[src/rtl/mgc_pkg.sv]
`timescale 1ns/1ps
package mgc_pkg;

  typedef enum logic [1:0] {
    RGN_ROM  = 2'b00,
    RGN_RAM  = 2'b01,
    RGN_RSV  = 2'b10,
    RGN_MMIO = 2'b11
  } region_e;

  localparam int EXT_N     = 5;
  localparam int EXT_FWRAM = 4;
  localparam logic [7:0] EXT_CODE [EXT_N] = '{8'hC0, 8'hC1, 8'hC3, 8'hC4, 8'hD0};

  localparam logic [7:0] CODE_SECRET = 8'hC2;
  localparam logic [7:0] CODE_SYS    = 8'hFF;

  localparam int WORD_W = 22;
  localparam logic [WORD_W-1:0] W_ID0     = 22'd0;
  localparam logic [WORD_W-1:0] W_ID1     = 22'd1;
  localparam logic [WORD_W-1:0] W_VER     = 22'd2;
  localparam logic [WORD_W-1:0] W_SWITCH  = 22'd4;
  localparam logic [WORD_W-1:0] W_APPADDR = 22'd8;
  localparam logic [WORD_W-1:0] W_APPSIZE = 22'd9;
  localparam logic [WORD_W-1:0] W_AUTH0   = 22'd16;

  localparam logic [31:0] ID_WORD0 = 32'h6D746131;
  localparam logic [31:0] ID_WORD1 = 32'h6D6B6466;

  typedef struct packed {
    logic              is_rom;
    logic              is_ram;
    logic              is_secret;
    logic              is_sys;
    logic [EXT_N-1:0]  ext_hit;
    logic [WORD_W-1:0] word;
  } dec_t;

endpackage

[src/rtl/mgc_addr_decode.sv]
`timescale 1ns/1ps
module mgc_addr_decode
  import mgc_pkg::*;
(
  input  logic [31:0] addr_i,
  output dec_t        dec_o
);

  region_e rgn;
  logic    in_mmio;
  logic [7:0] code;
  logic [EXT_N-1:0] hit;

  assign rgn     = region_e'(addr_i[31:30]);
  assign in_mmio = (rgn == RGN_MMIO);
  assign code    = addr_i[31:24];

  for (genvar g = 0; g < EXT_N; g++) begin : g_ext
    assign hit[g] = in_mmio && (code == EXT_CODE[g]);
  end

  always_comb begin
    dec_o           = '0;
    dec_o.is_rom    = (rgn == RGN_ROM);
    dec_o.is_ram    = (rgn == RGN_RAM);
    dec_o.is_secret = in_mmio && (code == CODE_SECRET);
    dec_o.is_sys    = in_mmio && (code == CODE_SYS);
    dec_o.ext_hit   = hit;
    dec_o.word      = addr_i[23:2];
  end

endmodule

[src/rtl/mgc_secret_win.sv]
`timescale 1ns/1ps
module mgc_secret_win
  import mgc_pkg::*;
#(
  parameter  int KEY_WORDS = 8,
  localparam int IW        = (KEY_WORDS > 1) ? $clog2(KEY_WORDS) : 1
) (
  input  logic                    clk_i,
  input  logic                    rst_ni,
  input  logic                    hit_i,
  input  logic [WORD_W-1:0]       word_i,
  input  logic                    re_i,
  input  logic                    we_i,
  input  logic                    app_mode_i,
  input  logic [KEY_WORDS*32-1:0] key_i,
  output logic [31:0]             rdata_o,
  output logic                    blocked_o
);

  logic [31:0]          key_w [KEY_WORDS];
  logic [KEY_WORDS-1:0] done_q, done_d;
  logic [IW-1:0]        idx;
  logic                 in_range;
  logic                 read_ok;

  for (genvar k = 0; k < KEY_WORDS; k++) begin : g_key
    assign key_w[k] = key_i[k*32 +: 32];
  end

  assign idx      = word_i[IW-1:0];
  assign in_range = (word_i[WORD_W-1:IW] == '0) && ({1'b0, idx} < (IW+1)'(KEY_WORDS));
  assign read_ok  = hit_i && re_i && !app_mode_i && in_range;

  // next state and read path
  always_comb begin
    done_d  = done_q;
    rdata_o = '0;
    if (read_ok) begin
      done_d[idx] = 1'b1;
      if (!done_q[idx]) rdata_o = key_w[idx];
    end
  end

  assign blocked_o = hit_i && (re_i || we_i) && app_mode_i;

  always_ff @(posedge clk_i or negedge rst_ni) begin
    if (!rst_ni)      done_q <= '0;
    else if (read_ok) done_q <= done_d;
  end

endmodule

[src/rtl/mgc_sys_regs.sv]
`timescale 1ns/1ps
module mgc_sys_regs
  import mgc_pkg::*;
#(
  parameter  int          AUTH_WORDS = 4,
  parameter  logic [31:0] VERSION    = 32'd1,
  localparam int          AIW        = (AUTH_WORDS > 1) ? $clog2(AUTH_WORDS) : 1
) (
  input  logic                     clk_i,
  input  logic                     rst_ni,
  input  logic                     hit_i,
  input  logic [WORD_W-1:0]        word_i,
  input  logic                     re_i,
  input  logic                     we_i,
  input  logic [31:0]              wdata_i,
  input  logic [AUTH_WORDS*32-1:0] auth_key_i,
  output logic                     app_mode_o,
  output logic [31:0]              rdata_o,
  output logic                     blocked_o
);

  logic [31:0] auth_w [AUTH_WORDS];
  logic        mode_q, mode_d;
  logic [31:0] app_addr_q, app_addr_d;
  logic [31:0] app_size_q, app_size_d;
  logic [WORD_W-1:0] auth_off;
  logic        in_auth;
  logic        wr, rd;

  for (genvar k = 0; k < AUTH_WORDS; k++) begin : g_auth
    assign auth_w[k] = auth_key_i[k*32 +: 32];
  end

  assign auth_off = word_i - W_AUTH0;
  assign in_auth  = (word_i >= W_AUTH0) && (auth_off < WORD_W'(AUTH_WORDS));
  assign wr       = hit_i && we_i;
  assign rd       = hit_i && re_i;

  // next state, read mux and blocking decision
  always_comb begin
    mode_d     = mode_q;
    app_addr_d = app_addr_q;
    app_size_d = app_size_q;
    blocked_o  = 1'b0;
    rdata_o    = '0;
    if (wr) begin
      case (word_i)
        W_SWITCH: begin
          if (mode_q)              blocked_o = 1'b1;
          else if (wdata_i != '0)  mode_d    = 1'b1;
        end
        W_APPADDR: begin
          if (mode_q) blocked_o  = 1'b1;
          else        app_addr_d = wdata_i;
        end
        W_APPSIZE: begin
          if (mode_q) blocked_o  = 1'b1;
          else        app_size_d = wdata_i;
        end
        default: begin
          if (in_auth && mode_q) blocked_o = 1'b1;
        end
      endcase
    end
    if (rd) begin
      case (word_i)
        W_ID0:     rdata_o = ID_WORD0;
        W_ID1:     rdata_o = ID_WORD1;
        W_VER:     rdata_o = VERSION;
        W_APPADDR: rdata_o = app_addr_q;
        W_APPSIZE: rdata_o = app_size_q;
        default: begin
          if (in_auth) begin
            if (mode_q) blocked_o = 1'b1;
            else        rdata_o   = auth_w[auth_off[AIW-1:0]];
          end
        end
      endcase
    end
  end

  always_ff @(posedge clk_i or negedge rst_ni) begin
    if (!rst_ni) begin
      mode_q     <= 1'b0;
      app_addr_q <= '0;
      app_size_q <= '0;
    end else if (wr) begin
      mode_q     <= mode_d;
      app_addr_q <= app_addr_d;
      app_size_q <= app_size_d;
    end
  end

  assign app_mode_o = mode_q;

endmodule

[src/rtl/mmio_gate_ctrl.sv]
`timescale 1ns/1ps
module mmio_gate_ctrl
  import mgc_pkg::*;
#(
  parameter int          KEY_WORDS  = 8,
  parameter int          AUTH_WORDS = 4,
  parameter logic [31:0] VERSION    = 32'd1
) (
  input  logic                     clk_i,
  input  logic                     rst_ni,
  input  logic [31:0]              bus_addr_i,
  input  logic                     bus_re_i,
  input  logic                     bus_we_i,
  input  logic [31:0]              bus_wdata_i,
  input  logic [31:0]              rom_rdata_i,
  input  logic [31:0]              ram_rdata_i,
  input  logic [EXT_N*32-1:0]      ext_rdata_i,
  input  logic [KEY_WORDS*32-1:0]  secret_key_i,
  input  logic [AUTH_WORDS*32-1:0] auth_key_i,
  output logic                     rom_sel_o,
  output logic                     ram_sel_o,
  output logic [EXT_N-1:0]         ext_sel_o,
  output logic [31:0]              rdata_o,
  output logic                     viol_o,
  output logic                     app_mode_o
);

  // reset: asserted asynchronously, released on the clock
  logic rst_meta_q, rst_sync_q;
  always_ff @(posedge clk_i or negedge rst_ni) begin
    if (!rst_ni) begin
      rst_meta_q <= 1'b0;
      rst_sync_q <= 1'b0;
    end else begin
      rst_meta_q <= 1'b1;
      rst_sync_q <= rst_meta_q;
    end
  end

  dec_t        dec;
  logic        access;
  logic        app_mode;
  logic [31:0] sec_rdata, sys_rdata;
  logic        sec_blk, sys_blk, fwram_blk;
  logic [EXT_N-1:0] ext_open;
  logic [31:0] ext_w [EXT_N];
  logic        viol_q, viol_d;

  assign access = bus_re_i || bus_we_i;

  mgc_addr_decode u_dec (
    .addr_i (bus_addr_i),
    .dec_o  (dec)
  );

  mgc_secret_win #(.KEY_WORDS(KEY_WORDS)) u_sec (
    .clk_i      (clk_i),
    .rst_ni     (rst_sync_q),
    .hit_i      (dec.is_secret),
    .word_i     (dec.word),
    .re_i       (bus_re_i),
    .we_i       (bus_we_i),
    .app_mode_i (app_mode),
    .key_i      (secret_key_i),
    .rdata_o    (sec_rdata),
    .blocked_o  (sec_blk)
  );

  mgc_sys_regs #(.AUTH_WORDS(AUTH_WORDS), .VERSION(VERSION)) u_sys (
    .clk_i      (clk_i),
    .rst_ni     (rst_sync_q),
    .hit_i      (dec.is_sys),
    .word_i     (dec.word),
    .re_i       (bus_re_i),
    .we_i       (bus_we_i),
    .wdata_i    (bus_wdata_i),
    .auth_key_i (auth_key_i),
    .app_mode_o (app_mode),
    .rdata_o    (sys_rdata),
    .blocked_o  (sys_blk)
  );

  // external core gating: the firmware RAM closes in application mode
  for (genvar g = 0; g < EXT_N; g++) begin : g_sel
    assign ext_w[g] = ext_rdata_i[g*32 +: 32];
    if (g == EXT_FWRAM) begin : g_gated
      assign ext_open[g] = dec.ext_hit[g] && !app_mode;
    end else begin : g_open
      assign ext_open[g] = dec.ext_hit[g];
    end
    assign ext_sel_o[g] = ext_open[g] && access;
  end

  assign rom_sel_o = dec.is_rom && access;
  assign ram_sel_o = dec.is_ram && access;
  assign fwram_blk = dec.ext_hit[EXT_FWRAM] && access && app_mode;

  always_comb begin
    rdata_o = '0;
    if (bus_re_i) begin
      if (dec.is_rom)    rdata_o = rom_rdata_i;
      if (dec.is_ram)    rdata_o = ram_rdata_i;
      if (dec.is_secret) rdata_o = sec_rdata;
      if (dec.is_sys)    rdata_o = sys_rdata;
      for (int i = 0; i < EXT_N; i++) begin
        if (ext_open[i]) rdata_o = ext_w[i];
      end
    end
  end

  // violation pulse: next state and register
  always_comb viol_d = sec_blk || sys_blk || fwram_blk;

  always_ff @(posedge clk_i or negedge rst_sync_q) begin
    if (!rst_sync_q) viol_q <= 1'b0;
    else             viol_q <= viol_d;
  end

  assign viol_o     = viol_q;
  assign app_mode_o = app_mode;

endmodule

[config.mk]
export PLATFORM = sky130hd
export DESIGN_NAME = mmio_gate_ctrl
export DESIGN_NICKNAME = d
export VERILOG_FILES = /design/src/rtl/mgc_pkg.sv /design/src/rtl/mgc_addr_decode.sv /design/src/rtl/mgc_secret_win.sv /design/src/rtl/mgc_sys_regs.sv /design/src/rtl/mmio_gate_ctrl.sv
export SDC_FILE = /design/constraint.sdc
export NUM_CORES = 1
export LEC_CHECK = 0
export ABC_CLOCK_PERIOD_IN_PS = 4800
export CELL_PAD_IN_SITES_DETAIL_PLACEMENT = 1
export CELL_PAD_IN_SITES_GLOBAL_PLACEMENT = 1
export CORE_AREA = 4 4 278 280
export DETAILED_ROUTE_END_ITERATION = 6
export DIE_AREA = 0 0 282 284
export DONT_BUFFER_PORTS = 1
export HOLD_SLACK_MARGIN = 0.02
export PLACE_DENSITY = 0.3
export RECOVER_POWER = 25
export SYNTH_ARGS = -nofsm -noshare
export SYNTH_HDL_FRONTEND = slang
export SYNTH_SLANG_ARGS = --single-unit
[constraint.sdc]
create_clock -name clk_i -period 4.8 [get_ports clk_i]
set_input_delay 0.96 -clock clk_i [delete_from_list [all_inputs] [get_ports clk_i]]
set_output_delay 0.96 -clock clk_i [all_outputs]
set_load 0.02 [all_outputs]
Yosys cells after proc, flatten, opt, wreduce, memory -nomap -nowiden
Index checks and enable logic that the tools add are counted.
Word-level totals
  register bits: 76
  input port bits: 676
  word-level logic and storage cells: 108
Operators by class
  add/sub/neg operators: 1
  magnitude comparators: 6
  equal/unequal tests: 14
  muxes and demuxes: 36
  bitwise gates (word level): 4
  reduce and logical (&&, ||, !) cells: 40
Operators by type and width (number)
  32-bit 2-to-1 mux: 19
  32-bit case mux with 5 select lines: 1
  32-bit binary-select mux with 3-bit select: 1
  32-bit binary-select mux with 2-bit select: 1
  8-bit == test (second input constant): 7
  22-bit by 4-bit == test with 1-bit output (second input constant): 2
  32-bit nonzero test: 1
  1-bit logical AND: 27
  22-bit by 1-bit == test with 1-bit output (second input constant): 1
  22-bit by 2-bit == test with 1-bit output (second input constant): 1
  22-bit by 3-bit == test with 1-bit output (second input constant): 1
  22-bit by 5-bit greater-or-equal comparator with 1-bit output (second input constant): 1
  22-bit logical NOT: 1
  22-bit by 3-bit < comparator with 1-bit output (second input constant): 1
  22-bit by 5-bit subtractor with 22-bit output (second input constant): 1
  19-bit logical NOT: 1
  1-bit 2-to-1 mux: 12
  8-bit OR: 1
  3-bit AND reduction: 2
  5-bit OR reduction: 1
  4-bit greater-or-equal comparator (second input constant): 1
  3-bit by 4-bit < comparator with 1-bit output (second input constant): 1
  3-bit inverter with 4-bit output: 1
  1-bit binary-select mux with 3-bit select: 1
  other kinds (12): 14

Longest topological paths before layout
  word-level depth: 16
  mapped depth: 9
  mapped depth without buffers: 6

Modules after synthesis
A second synthesis with hierarchy kept.
Second synthesis, totals
  cells, all modules: 1088
  area, all modules: 10627.7 um2
Modules (own cells, without submodules)
  mgc_sys_regs: times used 1, cells each 417, area an instance 4944.7 um2
  mgc_secret_win: times used 1, cells each 235, area an instance 2813.9 um2
  mmio_gate_ctrl: times used 1, cells each 397, area an instance 2580.0 um2
  mgc_addr_decode: times used 1, cells each 39, area an instance 289.0 um2

Worst setup path before layout
OpenSTA, ideal clock, no wires.
  kind: in2out
  start point: in bus_addr_i[15]
  end point: out rdata_o[19]
  arrival time: 3.171 ns
  required time: 3.840 ns
  path slack: 0.669 ns
  stages: 7
  buffers on the path: 1
  cells stage by stage: or3_1 -> or3_4 -> nor4_4 -> buf_6 -> o2bb2ai_1 -> a21oi_1 -> a211oi_1
On the way
  longest elaborated chain between the ends: 13
Ends and longest elaborated chain
  from (decl): RTL line mmio_gate_ctrl.sv:11  | input logic [31:0] bus_addr_i,
  22-bit by 5-bit subtractor with 22-bit output: RTL line mgc_sys_regs.sv:34  | assign auth_off = word_i - W_AUTH0;
  22-bit by 3-bit < comparator with 1-bit output: RTL line mgc_sys_regs.sv:35  | assign in_auth = (word_i >= W_AUTH0) && (auth_off < WORD_W'(AUTH_WORDS));
  1-bit logical AND: RTL line mgc_sys_regs.sv:35
  32-bit 2-to-1 mux: RTL line mgc_sys_regs.sv:73  | if (in_auth) begin
  32-bit case mux with 5 select lines: RTL line mgc_sys_regs.sv:66  | case (word_i)
  32-bit 2-to-1 mux: RTL line mgc_sys_regs.sv:65  | if (rd) begin
  32-bit 2-to-1 mux *: RTL line mmio_gate_ctrl.sv:104  | if (dec.is_sys) rdata_o = sys_rdata;
  32-bit 2-to-1 mux * (5 in series): RTL line mmio_gate_ctrl.sv:106  | if (ext_open[i]) rdata_o = ext_w[i];
  32-bit 2-to-1 mux *: RTL line mmio_gate_ctrl.sv:100  | if (bus_re_i) begin
  to (decl): RTL line mmio_gate_ctrl.sv:23  | output logic [31:0] rdata_o,
Every way passes the cells marked *; elsewhere a longest branch is shown, timed or not.

Worst setup path in the final report
  start point: in bus_addr_i[15]
  end point: out rdata_o[27]
The elaborated chain is that of the path after synthesis.

==> results.json <==
{
  "setup_tns_ns": 0,
  "final_util": 0.148,
  "critical_path.startpoint_type": "primary input",
  "ys_seq_elements": 76,
  "grt_pass1_wl_um": 87700,
  "gp_congestion": 0.818,
  "rrSetupSlack_ns": 1.58,
  "grt_antenna_before_repair": 17,
  "crit_end": "rdata_o[27]",
  "dpl.hpwl_um": 57700,
  "crit_required_ns": 3.84,
  "critPathMaxFanout": 9,
  "cts_tree": "yes",
  "powerDensity_nw_per_um2": 163,
  "multi_input_area_um2": 6870,
  "fillers": 8609,
  "avgSynthCellArea_um2": 9.78,
  "clk_latency_ns": 0.35,
  "ctsLongestPathBuffers": 2,
  "path_class": "primary input to primary output",
  "cts-htree-levels": 3,
  "finalSetupViolCount": 0,
  "rr_startpoint": "rst_sync_q$_DFF_PN0_",
  "p_leak_nw": 4.11,
  "post-cts-setup-buffers": 0,
  "postCtsResizedCells": 0,
  "portBuffers": 0,
  "maxCapViolCount": 1,
  "synth_top_cell_by_area": "dfrtp_1",
  "final_layout_size_suffix_gt1_frac": 0.294,
  "violations": "max-capacitance violations, max-slew violations",
  "yosysWarnings": 0,
  "vias_per_cell": 4.57,
  "clockRootBuffer": "clkbuf_16",
  "timing.fmax_mhz": 219,
  "wire_per_inst_um": 34.9,
  "rows": 100,
  "fin_nets": 1623,
  "regArea_um2": 1900,
  "start_util": 0.123,
  "overflow": 0,
  "synthFlopType": "dfrtp_1",
  "worstSetupEndpointType": "primary output",
  "relSlewSlack": -1.14,
  "final-max-slew-violation-count": 75,
  "num_io_pins": 717,
  "status": "finished, violations left",
  "synth-adder-area-share": 0,
  "crit_start": "bus_addr_i[15]",
  "syn_inst": 936,
  "synth.distinct_cells": 57,
  "netlist_top_cells_count": "mux2i_1, mux4_2, dfrtp_1, mux2_2, nor2_1",
  "rsz0062_at_grt": "false",
  "core_um2": 74400,
  "fp.dieW_um": 282,
  "max_slew.worst_pin.slew_ns": 3.21,
  "synth_xor_area_frac": 0.000957,
  "synth_edf_count": 0,
  "synth_most_common_cell": "mux2i_1",
  "ys_seq_area_frac": 0.208,
  "gr-usage-all-layers": 0.159,
  "synth_top_family_by_area": "multiplexers",
  "cts_buffers": 9,
  "drt_iter0_drc": 579,
  "synthTopCellsByArea": "dfrtp_1, mux4_2, mux2i_1",
  "synth_top_area_share": 0.208,
  "synth-simple-area-share": 0.132,
  "clock_sinks": 76,
  "r2r-end": "u_sys.app_size_q[0]$_DFFE_PN0P_",
  "synthMuxAreaShare": 0.416,
  "firstDrtPassIters": 5,
  "skew_ns": 0.00743,
  "synth_compound_area_frac": 0.198,
  "place_area_um2": 10700,
  "area.growth.synth_to_final_pct": 20.7,
  "syn_area_um2": 9150,
  "arrival_ns": 3.61,
  "period_share": 0.952,
  "finalWirelength_um": 67300,
  "fin_crit_ns": 4.57,
  "async_reset_ff_frac": 1.00,
  "vias": 8818,
  "clk_pin_slew_ns": 0.06,
  "hold_viol_final": 0,
  "detail-route-antenna-nets": 0,
  "first_global_vias": 9759,
  "final_cell_area_um2": 11000,
  "synth_fp_nets": 1612,
  "min_path_type": "primary input to asynchronous set/reset pin",
  "grt_max_degree": 99,
  "fp.dieH_um": 284,
  "rr_worst_depth": 0,
  "ctsHoldBuffers": 0,
  "die-area_um2": 80100,
  "drc": 0,
  "irDropWorstVdd_mv": 0.111
}
metrics by stage:
| stage | std cells | total power [mW] | setup WS, ns | hold WS [ns] |
|---|---|---|---|---|
| after floorplan | 936 | 1.03 | 0.669 | 0.331 |
| after global placement | 1905 | 1.14 | 0.223 | 0.340 |
| after detailed placement | 1905 | 1.14 | 0.175 | 0.345 |
| after CTS | 1921 | 1.84 | 0.168 | 0.278 |
| after global routing | 1924 | 1.89 | 0.124 | 0.273 |
| final | 1930 | 1.80 | 0.231 | 0.301 |
worst min path at each step:
stage / from / cells after the start / slack (ns) / to
floorplan: rst_meta_q$_DFF_PN0_ / 0 / 0.33 / rst_sync_q$_DFF_PN0_
global placement: rst_meta_q$_DFF_PN0_ / 0 / 0.34 / rst_sync_q$_DFF_PN0_
detailed placement: rst_meta_q$_DFF_PN0_ / 0 / 0.35 / rst_sync_q$_DFF_PN0_
CTS: rst_ni / 0 / 0.28 / rst_sync_q$_DFF_PN0_
global route: rst_ni / 0 / 0.27 / rst_meta_q$_DFF_PN0_
finish: rst_ni / 0 / 0.30 / rst_meta_q$_DFF_PN0_
sequential cells by signal (all words and copies together) (netlist names):
name	cells
u_sys.app_size_q	32
u_sec.done_q	8
u_sys.app_addr_q	32
viol_o	1
u_sys.app_mode_o	1
rst_meta_q	1
rst_sync_q	1
metal layers:
layer,wire length [um],vias to the layer above,share of wire,track usage
met5,55,-,0.00082,0
met4,546,8,0.0081,0.0188
li1,-,3795,-,-
met2,31600,435,0.47,0.259
met1,30200,4552,0.45,0.218
met3,4870,28,0.072,0.0388
power breakdown:
part / leakage, nW / total (mW) / internal [mW] / switching [mW]
Combinational: 2.91 / 0.461 / 0.243 / 0.218
Sequential: 1.06 / 0.654 / 0.641 / 0.0129
Clock: 0.141 / 0.680 / 0.404 / 0.277
Total: 4.11 / 1.80 / 1.29 / 0.508
final cells by class:
type | count | share of cell area
Timing Repair Buffer | 90 | 0.0668
Sequential cell | 76 | 0.172
Clock inverter | 4 | 0.00442
Antenna cell | 9 | 0.00204
Tap cell | 969 | 0.110
Clock buffer | 12 | 0.0214
Inverter | 3 | 0.00102
Multi-Input combinational cell | 767 | 0.622
cell usage in the layout, fill, tap and decap left out, types with 11 or more instances in the layout:
cell type	netlist	routed
nor3_1	20	18
o21ai_0	59	59
o22ai_1	40	40
buf_4	2	85
mux4_2	82	82
mux2i_1	113	113
dfrtp_1	76	76
a21oi_1	23	23
nor4_1	21	19
mux2_2	73	73
o211ai_1	22	22
nand2_1	47	47
a2bb2oi_1	12	12
a22oi_1	17	17
a211oi_1	28	27
o221ai_1	11	11
nor2_1	70	70
nor2b_1	13	13
nand2b_1	13	13
critical path, cell delays in order:
cell and delay, ns:
or3_1 0.39, or3_4 0.38, nor4_2 0.26, buf_4 0.22, a21boi_0 0.44, nor4_1 0.10, a211oi_1 0.50, buf_4 0.20
buf_4 0.13
cell families after synthesis:
family / count (synthesis)
buf+inv: 93
compound gates: 265
simple gates: 231
other cells: 1
flops: 76
mux: 269
xor+xnor: 1
Power figures use the tool's default switching activity.
